## src/rtl/pmt_pkg.sv

```systemverilog
// Package: shared constants and register layout for the period-match timer.
// Assumes byte-wide registers and a 2-bit register address.
package pmt_pkg;
    localparam int unsigned CNT_W  = 8;
    localparam int unsigned PRE_SW = 2;
    localparam int unsigned PST_SW = 4;

    typedef enum logic [1:0] {
        A_COUNT  = 2'd0,
        A_PERIOD = 2'd1,
        A_CTRL   = 2'd2,
        A_IRQ    = 2'd3
    } reg_addr_e;

    typedef struct packed {
        logic              rsvd;
        logic [PST_SW-1:0] post_sel;
        logic              run;
        logic [PRE_SW-1:0] pre_sel;
    } ctrl_t;
endpackage

```

## src/rtl/pmt_prescaler.sv

```systemverilog
// Module: tick divider. Passes one of every 4**sel enabled steps as a tick.
// Assumes sel changes only together with clr, so the count never exceeds the limit.
module pmt_prescaler #(
    parameter int unsigned SEL_W = 2
) (
    input  logic             clk,
    input  logic             rst_n,
    input  logic             clr,
    input  logic             step,
    input  logic [SEL_W-1:0] sel,
    output logic             tick
);
    localparam int unsigned CW = 2 * ((1 << SEL_W) - 1);

    logic [CW-1:0] cnt_q;
    logic [CW-1:0] lim;

    // limit = 4**sel - 1
    always_comb lim = CW'((32'd1 << (32'd2 * 32'(sel))) - 32'd1);

    assign tick = step && (cnt_q == lim);

    // divider count, cleared by reset or by a register write
    always_ff @(posedge clk) begin
        if (!rst_n || clr)  cnt_q <= '0;
        else if (step)      cnt_q <= (cnt_q == lim) ? '0 : cnt_q + 1'b1;
    end
endmodule

```

## src/rtl/pmt_postscaler.sv

```systemverilog
// Module: event divider. Emits one output event for every sel+1 input events.
// Assumes sel changes only together with clr.
module pmt_postscaler #(
    parameter int unsigned SEL_W = 4
) (
    input  logic             clk,
    input  logic             rst_n,
    input  logic             clr,
    input  logic             evt_in,
    input  logic [SEL_W-1:0] sel,
    output logic             evt_out
);
    logic [SEL_W-1:0] cnt_q;

    assign evt_out = evt_in && (cnt_q == sel);

    // event count, cleared by reset or by a register write
    always_ff @(posedge clk) begin
        if (!rst_n || clr)  cnt_q <= '0;
        else if (evt_in)    cnt_q <= (cnt_q == sel) ? '0 : cnt_q + 1'b1;
    end
endmodule

```

## src/rtl/pmt_counter.sv

```systemverilog
// Module: counter and period register with the equality comparator.
// Assumes tick is already divided. A count write wins over counting and clearing.
module pmt_counter #(
    parameter int unsigned W = 8
) (
    input  logic         clk,
    input  logic         rst_n,
    input  logic         wr_cnt,
    input  logic         wr_per,
    input  logic [W-1:0] wr_data,
    input  logic         tick,
    output logic [W-1:0] count,
    output logic [W-1:0] period,
    output logic         match_evt
);
    assign match_evt = tick && !wr_cnt && (count == period);

    // counter: write, clear on match, or increment
    always_ff @(posedge clk) begin
        if (!rst_n)         count <= '0;
        else if (wr_cnt)    count <= wr_data;
        else if (match_evt) count <= '0;
        else if (tick)      count <= count + 1'b1;
    end

    // period register, all ones after reset
    always_ff @(posedge clk) begin
        if (!rst_n)      period <= '1;
        else if (wr_per) period <= wr_data;
    end
endmodule

```

## src/rtl/pmt_timer.sv

```systemverilog
// Module: period-match timer top. Register decode, control, flag and interrupt.
// Assumes one write per cycle. Reads are combinational from the current state.
module pmt_timer
    import pmt_pkg::*;
(
    input  logic             clk,
    input  logic             rst_n,
    input  logic             tick_en,
    input  logic             freeze,
    input  logic             wr_en,
    input  logic [1:0]       wr_addr,
    input  logic [CNT_W-1:0] wr_data,
    input  logic [1:0]       rd_addr,
    output logic [CNT_W-1:0] rd_data,
    output logic             match_pulse,
    output logic             irq
);
    ctrl_t            ctrl_q;
    logic             flag_q;
    logic             ie_q;
    logic             wr_cnt, wr_per, wr_ctl, wr_irq;
    logic             flag_clr;
    logic             step, div_tick, match_evt, post_evt, clr_div;
    logic [CNT_W-1:0] count, period;

    assign wr_cnt   = wr_en && (wr_addr == A_COUNT);
    assign wr_per   = wr_en && (wr_addr == A_PERIOD);
    assign wr_ctl   = wr_en && (wr_addr == A_CTRL);
    assign wr_irq   = wr_en && (wr_addr == A_IRQ);
    assign flag_clr = wr_irq && !wr_data[0];
    assign clr_div  = wr_cnt || wr_ctl;
    assign step     = tick_en && ctrl_q.run && !freeze;

    pmt_prescaler #(.SEL_W(PRE_SW)) u_pre (
        .clk(clk), .rst_n(rst_n), .clr(clr_div), .step(step),
        .sel(ctrl_q.pre_sel), .tick(div_tick)
    );

    pmt_counter #(.W(CNT_W)) u_cnt (
        .clk(clk), .rst_n(rst_n), .wr_cnt(wr_cnt), .wr_per(wr_per),
        .wr_data(wr_data), .tick(div_tick), .count(count),
        .period(period), .match_evt(match_evt)
    );

    pmt_postscaler #(.SEL_W(PST_SW)) u_post (
        .clk(clk), .rst_n(rst_n), .clr(clr_div), .evt_in(match_evt),
        .sel(ctrl_q.post_sel), .evt_out(post_evt)
    );

    // control register; the reserved bit is held at 0
    always_ff @(posedge clk) begin
        if (!rst_n)      ctrl_q <= '0;
        else if (wr_ctl) ctrl_q <= {1'b0, wr_data[CNT_W-2:0]};
    end

    // sticky flag: a divider output wins over a clearing write
    always_ff @(posedge clk) begin
        if (!rst_n)        flag_q <= 1'b0;
        else if (post_evt) flag_q <= 1'b1;
        else if (flag_clr) flag_q <= 1'b0;
    end

    // interrupt enable bit
    always_ff @(posedge clk) begin
        if (!rst_n)      ie_q <= 1'b0;
        else if (wr_irq) ie_q <= wr_data[1];
    end

    // registered one-cycle match pulse
    always_ff @(posedge clk) begin
        if (!rst_n) match_pulse <= 1'b0;
        else        match_pulse <= match_evt;
    end

    assign irq = flag_q && ie_q;

    // combinational read mux
    always_comb begin
        case (rd_addr)
            A_COUNT:  rd_data = count;
            A_PERIOD: rd_data = period;
            A_CTRL:   rd_data = ctrl_q;
            default:  rd_data = {{(CNT_W-2){1'b0}}, ie_q, flag_q};
        endcase
    end
endmodule

```

## config.mk

```make
export PLATFORM = sky130hd
export DESIGN_NAME = pmt_timer
export DESIGN_NICKNAME = d
export VERILOG_FILES = /design/src/rtl/pmt_pkg.sv /design/src/rtl/pmt_prescaler.sv /design/src/rtl/pmt_postscaler.sv /design/src/rtl/pmt_counter.sv /design/src/rtl/pmt_timer.sv
export SDC_FILE = /design/constraint.sdc
export NUM_CORES = 1
export LEC_CHECK = 0
export BUFFER_PORTS_ARGS = -buffer_cell sky130_fd_sc_hd__buf_2
export CAP_MARGIN = 20
export CORE_ASPECT_RATIO = 0.8
export CORE_UTILIZATION = 50
export CTS_CLUSTER_DIAMETER = 120
export DETAILED_ROUTE_END_ITERATION = 10
export GPL_ROUTABILITY_DRIVEN = 0
export GPL_TIMING_DRIVEN = 0
export PLACE_DENSITY = 0.68
export REMOVE_ABC_BUFFERS = 1
export SYNTH_ARGS = -nofsm -noshare
export SYNTH_HDL_FRONTEND = slang
export SYNTH_SLANG_ARGS = --single-unit
```

## constraint.sdc

```tcl
create_clock -name clk -period 4.05 [get_ports clk]
set_input_delay 0 -clock clk [delete_from_list [all_inputs] [get_ports clk]]
set_output_delay 0 -clock clk [all_outputs]
set_load 0.02 [all_outputs]
```

* Yosys cells after proc, flatten, opt, wreduce, memory -nomap -nowiden
Index checks and enable logic that the tools add are counted.
** Word-level totals
- Register bits :: 36
- Bits of input ports :: 17
- Output and inout bits :: 10
- Logic and storage cells :: 53
** Cells by class
- $add $sub $neg :: 4
- Eq/ne operators :: 8
- Shifts and indexed selects :: 1
- Mux-type cells :: 8
- Reductions and logical operators :: 22
** Operators with widths (count)
- two-way mux 8 bit :: 3
- case mux 8 bit (3 select lines) :: 1
- logical AND 1 bit :: 12
- adder 8 x 1 -> 8 bit (second input constant) :: 1
- equality test 8 bit :: 1
- adder 6 x 1 -> 6 bit (second input constant) :: 1
- equality test 2 bit (second input constant) :: 3
- equality test 6 bit :: 1
- two-way mux 6 bit :: 1
- left shift 1 x 3 -> 6 bit (first input constant) :: 1
- subtractor 6 x 1 -> 6 bit (second input constant) :: 1
- adder 4 x 1 -> 4 bit (second input constant) :: 1
- equality test 2 x 1 -> 1 bit (second input constant) :: 2
- equality test 4 bit :: 1
- logical NOT 1 bit :: 4
- logical NOT 2 bit :: 2
- two-way mux 4 bit :: 1
- nonzero test 3 bit :: 1
- logical OR 1 bit :: 2
- two-way mux 1 bit :: 2
- nonzero test 2 bit :: 1

* Logic depth before layout (Yosys ltp)
Gate-level depths: netlist (run 1).
- Word-level depth :: 8
- Depth in mapped cells :: 9
- Gate-level depth less buffers :: 7

* Cells and area by module
Synthesis (run 1) repeated with hierarchy kept, for this count alone.
** Second synthesis, totals
- Cells, all modules :: 221
- Area, all modules :: 2097.0 µm²
** Modules (own cells, without submodules)
- pmt_counter :: instances 1, cells an instance 90, area each 848.3 µm², sequential area each 320.3 µm²
- pmt_timer :: instances 1, cells an instance 65, area each 608.1 µm², sequential area each 200.2 µm²
- pmt_prescaler :: instances 1, cells an instance 37, area each 335.3 µm², sequential area each 120.1 µm²
- pmt_postscaler :: instances 1, cells an instance 29, area each 305.3 µm², sequential area each 80.1 µm²

* Worst setup path before layout (run 1)
No wires, ideal clock.
- Kind :: reg-to-reg
- Start point :: register ctrl_q[0] in the netlist's numbering
- End point :: register u_cnt.count[4]
- Library setup time :: 0.074 ns
- Arrival time :: 2.134 ns
- Required time :: 3.976 ns
- Path slack :: 1.842 ns
- Stages on the path, launching flop included :: 9
- Buffers on the path :: 1
- Clock period less this slack :: 2.208 ns
- Cell sequence :: dfxtp_1 or2_2 ha_1 xor2_1 and3_1 o21ai_2 buf_6 or4_1 a31oi_1
** Between the ends
- Longest elaborated chain between the ends :: 8
- Elaborated cells on any way between the ends :: 9
- Those cells by class :: add/sub (1); eq/ne (1); shift (1); mux (2); reduce/logical (4)
** Ends and longest elaborated chain
- start: declaration :: RTL line pmt_timer.sv:18 : ctrl_t ctrl_q;
- start signal: assignment :: RTL line pmt_timer.sv:53 : else if (wr_ctl) ctrl_q <= {1'b0, wr_data[CNT_W-2:0]};
- left shift 1 x 3 -> 6 bit (*) :: RTL line pmt_prescaler.sv:19 : always_comb lim = CW'((32'd1 << (32'd2 * 32'(sel))) - 32'd1);
- subtractor 6 x 1 -> 6 bit (*) :: RTL line pmt_prescaler.sv:19
- equality test 6 bit (*) :: RTL line pmt_prescaler.sv:21 : assign tick = step && (cnt_q == lim);
- logical AND 1 bit (*) :: RTL line pmt_prescaler.sv:21
- logical AND 1 bit (2 in series) :: RTL line pmt_counter.sv:16 : assign match_evt = tick && !wr_cnt && (count == period);
- two-way mux 8 bit :: RTL line pmt_counter.sv:22 : else if (match_evt) count <= '0;
- two-way mux 8 bit :: RTL line pmt_counter.sv:21 : else if (wr_cnt) count <= wr_data;
- end signal: assignment :: RTL line pmt_counter.sv:21
- end signal: assignment :: RTL line pmt_counter.sv:23 : else if (tick) count <= count + 1'b1;
- end: declaration :: RTL line pmt_counter.sv:12 : output logic [W-1:0] count,
Mark *: on every way between the ends. The rest lies on a longest branch, timed or not.
A chain may end at the register's enable or synchronous reset.

* Worst setup path after layout (run 1)
Ends and elaborated chain as after synthesis.

==> out/qor_table.md, run 1 <==
| Item | This run | Unit |
|:---|:---|:---|
| Result of the run | finished clean | - |
| H-tree levels | 2 | - |
| Fraction of layout cells with a size suffix above 1 | 0.159 | - |
| Power per standard cell area | 316 | nW/µm² |
| Measured slew at the worst slew-check pin | 0.687 | ns |
| Most used flip-flop cell after synthesis | dfxtp_1 | - |
| Final cell count without fillers | 325 | - |
| WS Path Type | reg -> reg | - |
| Headroom to the max-slew limit | 0.542 | - |
| Utilization after layout | 0.612 | - |
| CTS max path bufs | 2 | - |
| Horizontal die dimension | 73.7 | µm |
| Critical Path Source Type | flip-flop | - |
| Post-cts gate resize count | 0 | - |
| Standard-cell rows | 20 | - |
| Area Overhead vs Synth | 15.4 | % |
| Portion of the post-synthesis area used by sequential elements | 0.350 | - |
| DP Wirelength | 3.44 | mm |
| Clock tree root buffer cell | clkbuf_8 | - |
| Reg-to-reg slack, setup | 1.65 | ns |
| Antenna violations before repair | 0 | - |
| Warnings, synthesis | 0 | - |
| Number of instances in the synthesized netlist | 240 | - |
| Peak VDD IR | 0.224 | mV |
| Post-Route Hold Slack | 0.132 | ns |
| Number of flops mapped to enable cells by yosys | 0 | - |
| Pin count of the biggest net entering global routing | 32 | - |
| Share of the clock period used by the worst path after layout | 0.593 | - |
| Diodes inserted | 0 | - |
| Clk pin slew, worst setup/hold paths | 0.07 | ns |
| DRT iter0 DRCs | 72 | - |
| Post-layout min period | 2.40 | ns |
| Post-synthesis area per instance | 8.58 | µm² |
| Reported leakage power | 0.952 | nW |
| Skew final | 0.00401 | ns |
| Class of the worst hold path | in -> reg | - |
| Total GRT Usage | 0.250 | - |
| Max Transition Viols Final | 0 | - |
| First-pass iteration count of the detailed router | 4 | - |
| Wire length of the first global-routing pass | 8.10 | mm |
| Die area | 4380 | µm² |
| Core Region | 3880 | µm² |
| Max Fanout on Critical Path | 20 | - |
| Sink Count | 36 | - |
| Via count of the routed design | 1826 | - |
| Critical Path Sink Type | flip-flop | - |
| Final WL | 4.92 | mm |
| Highest Clock Rate | 0.416 | GHz |
| Routed len/inst | 15.1 | µm |
| Remaining routing DRC violations | 0 | - |
| Count of final hold-check violations | 0 | - |
| I/O pins | 27 | - |
| Vias in the first global route | 1651 | - |
| Clk Latency, worst-skew pair | 0.29 | ns |
| Number of buffers created by CTS | 5 | - |
| Grt ovf | 0 | - |
| Setup repair after global routing missed its margin | no | - |
| Number of nets in the finished design | 290 | - |
| Height of the chip | 59.4 | µm |
| Arr. time, crit path | 2.63 | ns |
| Proportion of synthesized flip-flops having asynchronous set or reset | 0 | - |
| Initial Util | 0.531 | - |
| Maximum capacitance violations | 0 | - |
| Final setup fails | 0 | - |
| CP Data Required Time | 4.27 | ns |
| Number of placed instances, taps included | 309 | - |
| Quantity of I/O buffers inserted on ports | 26 | - |
| Count of state elements after synthesis | 36 | - |
| Distinct cell type count after synthesis | 41 | - |
| Vias per cell | 5.62 | - |
| CTS tree | built | - |
| ANT nets after route | 0 | - |
| Sum of negative setup slack | 0 | ns |
| Total standard cell area after synthesis | 2060 | µm² |
==> registers in the layout, summed over array words and instances, names as in the netlist <==
name,cells
match_pulse,1
u_post.cnt_q,4
u_cnt.period,8
flag_q,1
ie_q,1
ctrl_q,7
u_pre.cnt_q,6
u_cnt.count,8
==> final cells by class <==
type	count	area [µm²]
fill	398	1500
multi-input combinational	191	1280
sequential	36	721
timing repair buffer	34	210
clock buffer	8	90.1
tap	55	68.8
inverter	1	3.75
==> per-layer routing <==
metal  vias to the layer above  GRT usage  share of wire
met2                        40      0.362           0.41
met4                         0     0.0824          0.014
met3                         7     0.0476          0.039
met1                       854      0.372           0.54
met5                         -          0              0
li1                        925          -              -
==> critical path, cell delays in order (launching register included) <==
cell     delay, ns
dfxtp_1       0.36
or2_2         0.35
ha_1          0.30
xor2_1        0.13
and3_1        0.22
o21ai_2       0.22
or4_1         0.58
a31oi_1       0.16
==> final timing paths <==
check	endpoint	from	cells after the start
worst max register to register	u_cnt.count[4]	ctrl_q[0]	7
worst max-delay path	u_cnt.count[4]	ctrl_q[0]	7
worst min-delay path	u_cnt.period[2]	rst_n	2
worst min register to register	u_cnt.period[2]	u_cnt.period[2]	2
==> cell usage in the layout (no fill, tap or decap), types with 3 or more instances in the layout <==
cell type and count:
dfxtp_1 36, nand2_1 30, buf_2 26, o21ai_0 20, nand3_1 17, mux2i_1 15, nor2_1 11, xor2_1 11
nor2b_1 9, xnor2_1 9, dlygate4sd3_1 8, a31oi_1 7, clkbuf_8 6, a21oi_1 5, or4_1 5, and2_1 4
a21boi_0 4, ha_1 4, or2_2 3, nand4_1 3, and3_1 3, and4_1 3, nor3_1 3, o2bb2ai_1 3
==> cell usage after synthesis, drive strengths merged, types with 4 or more instances <==
cell type / instances / area share
dfxtp: 36 / 0.35
nand2: 31 / 0.058
o21ai: 21 / 0.053
nand3: 17 / 0.041
mux2i: 15 / 0.073
clkbuf: 11 / 0.020
nor2: 11 / 0.020
xor2: 11 / 0.047
nor2b: 9 / 0.027
xnor2: 9 / 0.038
a31oi: 7 / 0.021
or4: 6 / 0.024
a21oi: 5 / 0.012
a21boi: 4 / 0.015
and2: 4 / 0.012
ha: 4 / 0.024
==> repair_timing <==
item	in CTS	in global routing
hold buffers	8	0
endpoints found under the hold margin	10	0
setup buffers	0	0
==> where the power goes <==
group	switching [mW]	leakage (nW)	internal (mW)
combinational	0.0569	0.614	0.0441
clock	0.133	0.0455	0.139
sequential	0.0133	0.293	0.365
total	0.203	0.952	0.548
==> cell families after synthesis <==
logic type,count (synthesis),synth area share
multiplexers,17,0.0948
AND/OR/NAND/NOR,104,0.275
AO/OA/AOI/OAI,46,0.143
adder cells (fa/ha/maj),4,0.0243
XOR/XNOR,20,0.0851
buffers and inverters,13,0.0274
flip-flops,36,0.350
==> stage by stage <==
step,cell area (µm²),setup slack [ns],power (mW)
6_report,2370,1.65,0.751
3_5_place_dp,2200,1.67,0.481
3_3_place_gp,2200,1.68,0.479
2_1_floorplan,2010,1.85,0.443
5_1_grt,2370,1.49,0.779
4_1_cts,2370,1.64,0.751
Note: power is estimated with default switching activity, not from simulation.
==> run 2, diff against run 1 <==
--- a/config.mk
+++ b/config.mk
@@ -5,6 +5,7 @@
 export SDC_FILE = /design/constraint.sdc
 export NUM_CORES = 1
 export LEC_CHECK = 0
+export ABC_AREA = 1
 export BUFFER_PORTS_ARGS = -buffer_cell sky130_fd_sc_hd__buf_2
 export CAP_MARGIN = 20
 export CORE_ASPECT_RATIO = 0.8
@@ -13,7 +14,7 @@
 export DETAILED_ROUTE_END_ITERATION = 10
 export GPL_ROUTABILITY_DRIVEN = 0
 export GPL_TIMING_DRIVEN = 0
-export PLACE_DENSITY = 0.68
+export PLACE_DENSITY = 0.7
 export REMOVE_ABC_BUFFERS = 1
 export SYNTH_ARGS = -nofsm -noshare
 export SYNTH_HDL_FRONTEND = slang
==> constraint.sdc (replaced) <==
create_clock -name clk -period 2.13 [get_ports clk]
set_input_delay 0 -clock clk [delete_from_list [all_inputs] [get_ports clk]]
set_output_delay 0 -clock clk [all_outputs]
set_load 0.02 [all_outputs]
==> out/qor_table.md, run 2 <==
| Item | This run | Unit |
|:---|:---|:---|
| Highest-count cells in the layout ignoring fill and taps | 105 x nand2_1, 49 x inv_1, 36 x dfxtp_1, 28 x nor2_1, 27 x nand3_1 | - |
| Fin area | 2570 | µm² |
| Most Frequent Cell on Critical Path | nand2_1 | - |
| Peak VDD IR | 0.357 | mV |
| Final setup fails | 0 | - |
| Power per standard cell area | 565 | nW/µm² |
| Critical Path Source Type | flip-flop | - |
| Setup repair after global routing missed its margin | no | - |
| Grt ovf | 0 | - |
| Reg2Reg Depth | 12 | - |
| Max Transition Viols Final | 0 | - |
| Worst-path cell with the longest stage delay | dfxtp_1 | - |
| Total standard cell area after synthesis | 2210 | µm² |
| Ordered cell list for the critical path | inv_2 > nand2_1 > ha_1 > inv_1 > nand2_1 > nand2_1 > inv_1 > nor2_1 > nand2_4 > nor2_4 > nand3_1 > a21oi_1 | - |
| Post-synthesis area per instance | 6.40 | µm² |
| Proportion of synthesized flip-flops having asynchronous set or reset | 0 | - |
| Hold Startpoint | freeze | - |
| Sum of negative setup slack | 0 | ns |
| Area fraction of the dominant cell type after synthesis | 0.326 | - |
| Filler cell count | 412 | - |
| Die area | 4700 | µm² |
| Initial Util | 0.526 | - |
| DRT iter0 DRCs | 122 | - |
| Height of the chip | 61.5 | µm |
| Reg-to-reg slack, setup | 0.20 | ns |
| Most common library cells after synthesis | 105 x nand2_1, 49 x inv_1, 36 x dfxtp_1, 28 x nor2_1, 27 x nand3_1 | - |
| Most used flip-flop cell after synthesis | dfxtp_1 | - |
| Clock tree root buffer cell | clkbuf_8 | - |
| Total GRT Usage | 0.243 | - |
| Result of the run | finished clean | - |
| Portion of the post-synthesis area used by sequential elements | 0.326 | - |
| Count of final hold-check violations | 0 | - |
| Diodes inserted | 0 | - |
| Utilization after layout | 0.610 | - |
| Post-layout min period | 1.93 | ns |
| Skew final | 0.00789 | ns |
| Vias per cell | 5.08 | - |
| DP Wirelength | 3.94 | mm |
| Measured slew at the worst slew-check pin | 1.06 | ns |
| Top post-synthesis cells by area | dfxtp_1 33%, nand2_1 18%, inv_1 8.3%, nand3_1 6.1%, a21oi_1 4.7% | - |
| Post-route worst setup slack | 0.204 | ns |
| Pin count of the biggest net entering global routing | 18 | - |
| Max Fanout on Critical Path | 11 | - |
| Maximum capacitance violations | 0 | - |
| Area Overhead vs Synth | 15.9 | % |
| Clk Latency, worst-skew pair | 0.29 | ns |
| Class of the worst hold path | in -> reg | - |
| I/O pins | 27 | - |
| Warnings, synthesis | 0 | - |
| CTS tree | built | - |
| Number of nets in the finished design | 403 | - |
| Cell type with the highest aggregate area in the netlist | dfxtp_1 | - |
| Core Region | 4200 | µm² |
| Cell count along the critical path | 12 | - |
| DP Worst Slack | 0.206 | ns |
| Area taken by flip-flops and latches | 721 | µm² |
| Cell family with the largest share of critical-path delay | simple AND/OR/NAND/NOR gates | - |
| Fraction of layout cells with a size suffix above 1 | 0.151 | - |
| Registers with the most flip-flops | u_cnt.count x8, u_cnt.period x8, ctrl_q x7 | - |
| Remaining routing DRC violations | 0 | - |
| Count of state elements after synthesis | 36 | - |
| CP Data Required Time | 2.35 | ns |
| Horizontal die dimension | 76.4 | µm |
| Final WL | 5.39 | mm |
| H-tree levels | 2 | - |
| Most used standard cell by instance count after synthesis | nand2_1 | - |
| Arr. time, crit path | 2.15 | ns |
| Capturing instance or port of the critical path | u_cnt.count[1] | - |
| Worst setup path start | ctrl_q[0] | - |
| CTS max path bufs | 2 | - |
| Reported leakage power | 1.19 | nW |
| Commonest non-fill, non-tap cell in the layout | nand2_1 | - |
| WS Path Type | reg -> reg | - |
| Crit path buffers/inverters | 3 | - |
| Share of the clock period used by the worst path after layout | 0.904 | - |
| Quantity of I/O buffers inserted on ports | 26 | - |
| Antenna violations before repair | 0 | - |
| Distinct cell type count after synthesis | 31 | - |
| Clk pin slew, worst setup/hold paths | 0.07 | ns |
| Number of buffers created by CTS | 5 | - |
| Sink Count | 36 | - |
| Vias in the first global route | 1903 | - |
| Highest Clock Rate | 0.519 | GHz |
| First-pass iteration count of the detailed router | 5 | - |
| Area used by multi-input combinational logic | 1250 | µm² |
| Routed len/inst | 12.3 | µm |
| Via count of the routed design | 2234 | - |
| Critical Path Sink Type | flip-flop | - |
| Cell Area, Placed | 2390 | µm² |
| Headroom to the max-slew limit | 0.287 | - |
| Number of instances in the synthesized netlist | 346 | - |
| Number of flops mapped to enable cells by yosys | 0 | - |
| ANT nets after route | 0 | - |
| Reg2Reg Launch Point | ctrl_q[0] | - |
| Largest stage delay on the critical path | 0.34 | ns |
| Wire length of the first global-routing pass | 8.74 | mm |
| Terminus of the critical flop-to-flop path | u_cnt.count[1] | - |
| Standard-cell rows | 21 | - |
-- run 2: cell types whose count changed in the layout (fill, tap and decap cells not counted), moves of 10 or more --
cell     before  now
nand2_1      30  105
a21oi_1       5   21
inv_1         1   49
mux2i_1      15    0
nand3_1      17   27
nor2_1       11   28
-- run 2: layer usage --
metal / routed length, µm / up-vias / track usage / part of all wire
li1: - / 1178 / - / -
met1: 2870 / 997 / 0.332 / 0.53
met2: 2230 / 53 / 0.396 / 0.41
met3: 239 / 6 / 0.0400 / 0.044
met4: 59 / 0 / 0.0852 / 0.011
met5: 0 / - / 0 / 0
-- run 2: through the flow --
| stage | total power [mW] | std cells | hold slack [ns] |
|---|---|---|---|
| 6_report | 1.45 | 440 | 0.0535 |
| 5_1_grt | 1.52 | 440 | 0.0707 |
| 4_1_cts | 1.45 | 440 | 0.0494 |
| 3_5_place_dp | 0.938 | 424 | 0.241 |
| 3_3_place_gp | 0.935 | 424 | 0.237 |
| 2_1_floorplan | 0.864 | 341 | 0.0986 |
-- run 2: worst reg2reg max path: cells and delay by family, from the launching register on --
| kind | cells | cell delay, ns |
|---|---|---|
| simple gates | 7 | 0.89 |
| flops | 1 | 0.34 |
| fa+ha+maj | 1 | 0.31 |
| buf+inv | 3 | 0.18 |
| compound gates | 1 | 0.15 |
-- run 2: power breakdown --
part,internal [mW],leakage [nW],total [mW],switching (mW)
registers,0.694,0.293,0.713,0.0187
logic,0.0802,0.848,0.225,0.145
clock network,0.264,0.0455,0.512,0.247
total,1.04,1.19,1.45,0.411
-- run 2: cells by family after synthesis --
logic type,count (synthesis),share of synthesized area
buffers and inverters,65,0.114
flip-flops,36,0.326
AO/OA/AOI/OAI,50,0.136
AND/OR/NAND/NOR,185,0.378
adder cells (fa/ha/maj),4,0.0226
XOR/XNOR,6,0.0237
-- run 2: worst min-delay path by stage --
| stage | end | slack (ns) | cells after the start |
|---|---|---|---|
| after CTS | u_pre.cnt_q[1] | 0.05 | 4 |
| after global routing | u_pre.cnt_q[1] | 0.07 | 4 |
| after floorplan | u_cnt.period[0] | 0.1 | 1 |
| final | u_pre.cnt_q[1] | 0.05 | 4 |
| after global placement | u_cnt.period[7] | 0.24 | 3 |
| after detailed placement | u_cnt.period[7] | 0.24 | 3 |
-- run 2: repair_timing --
action	CTS	global route
hold endpoints to repair	9	0
buffers inserted	0	0
resized for setup	0	1
hold buffers	8	0
setup endpoints to repair	0	1
-- run 2: cell type report --
class / instances / area share
well taps: 57 / 0.0278
multi-input cells: 245 / 0.486
inverters: 60 / 0.0887
clock buffers: 8 / 0.0351
flip-flops and latches: 36 / 0.281
repair buffers: 34 / 0.0819
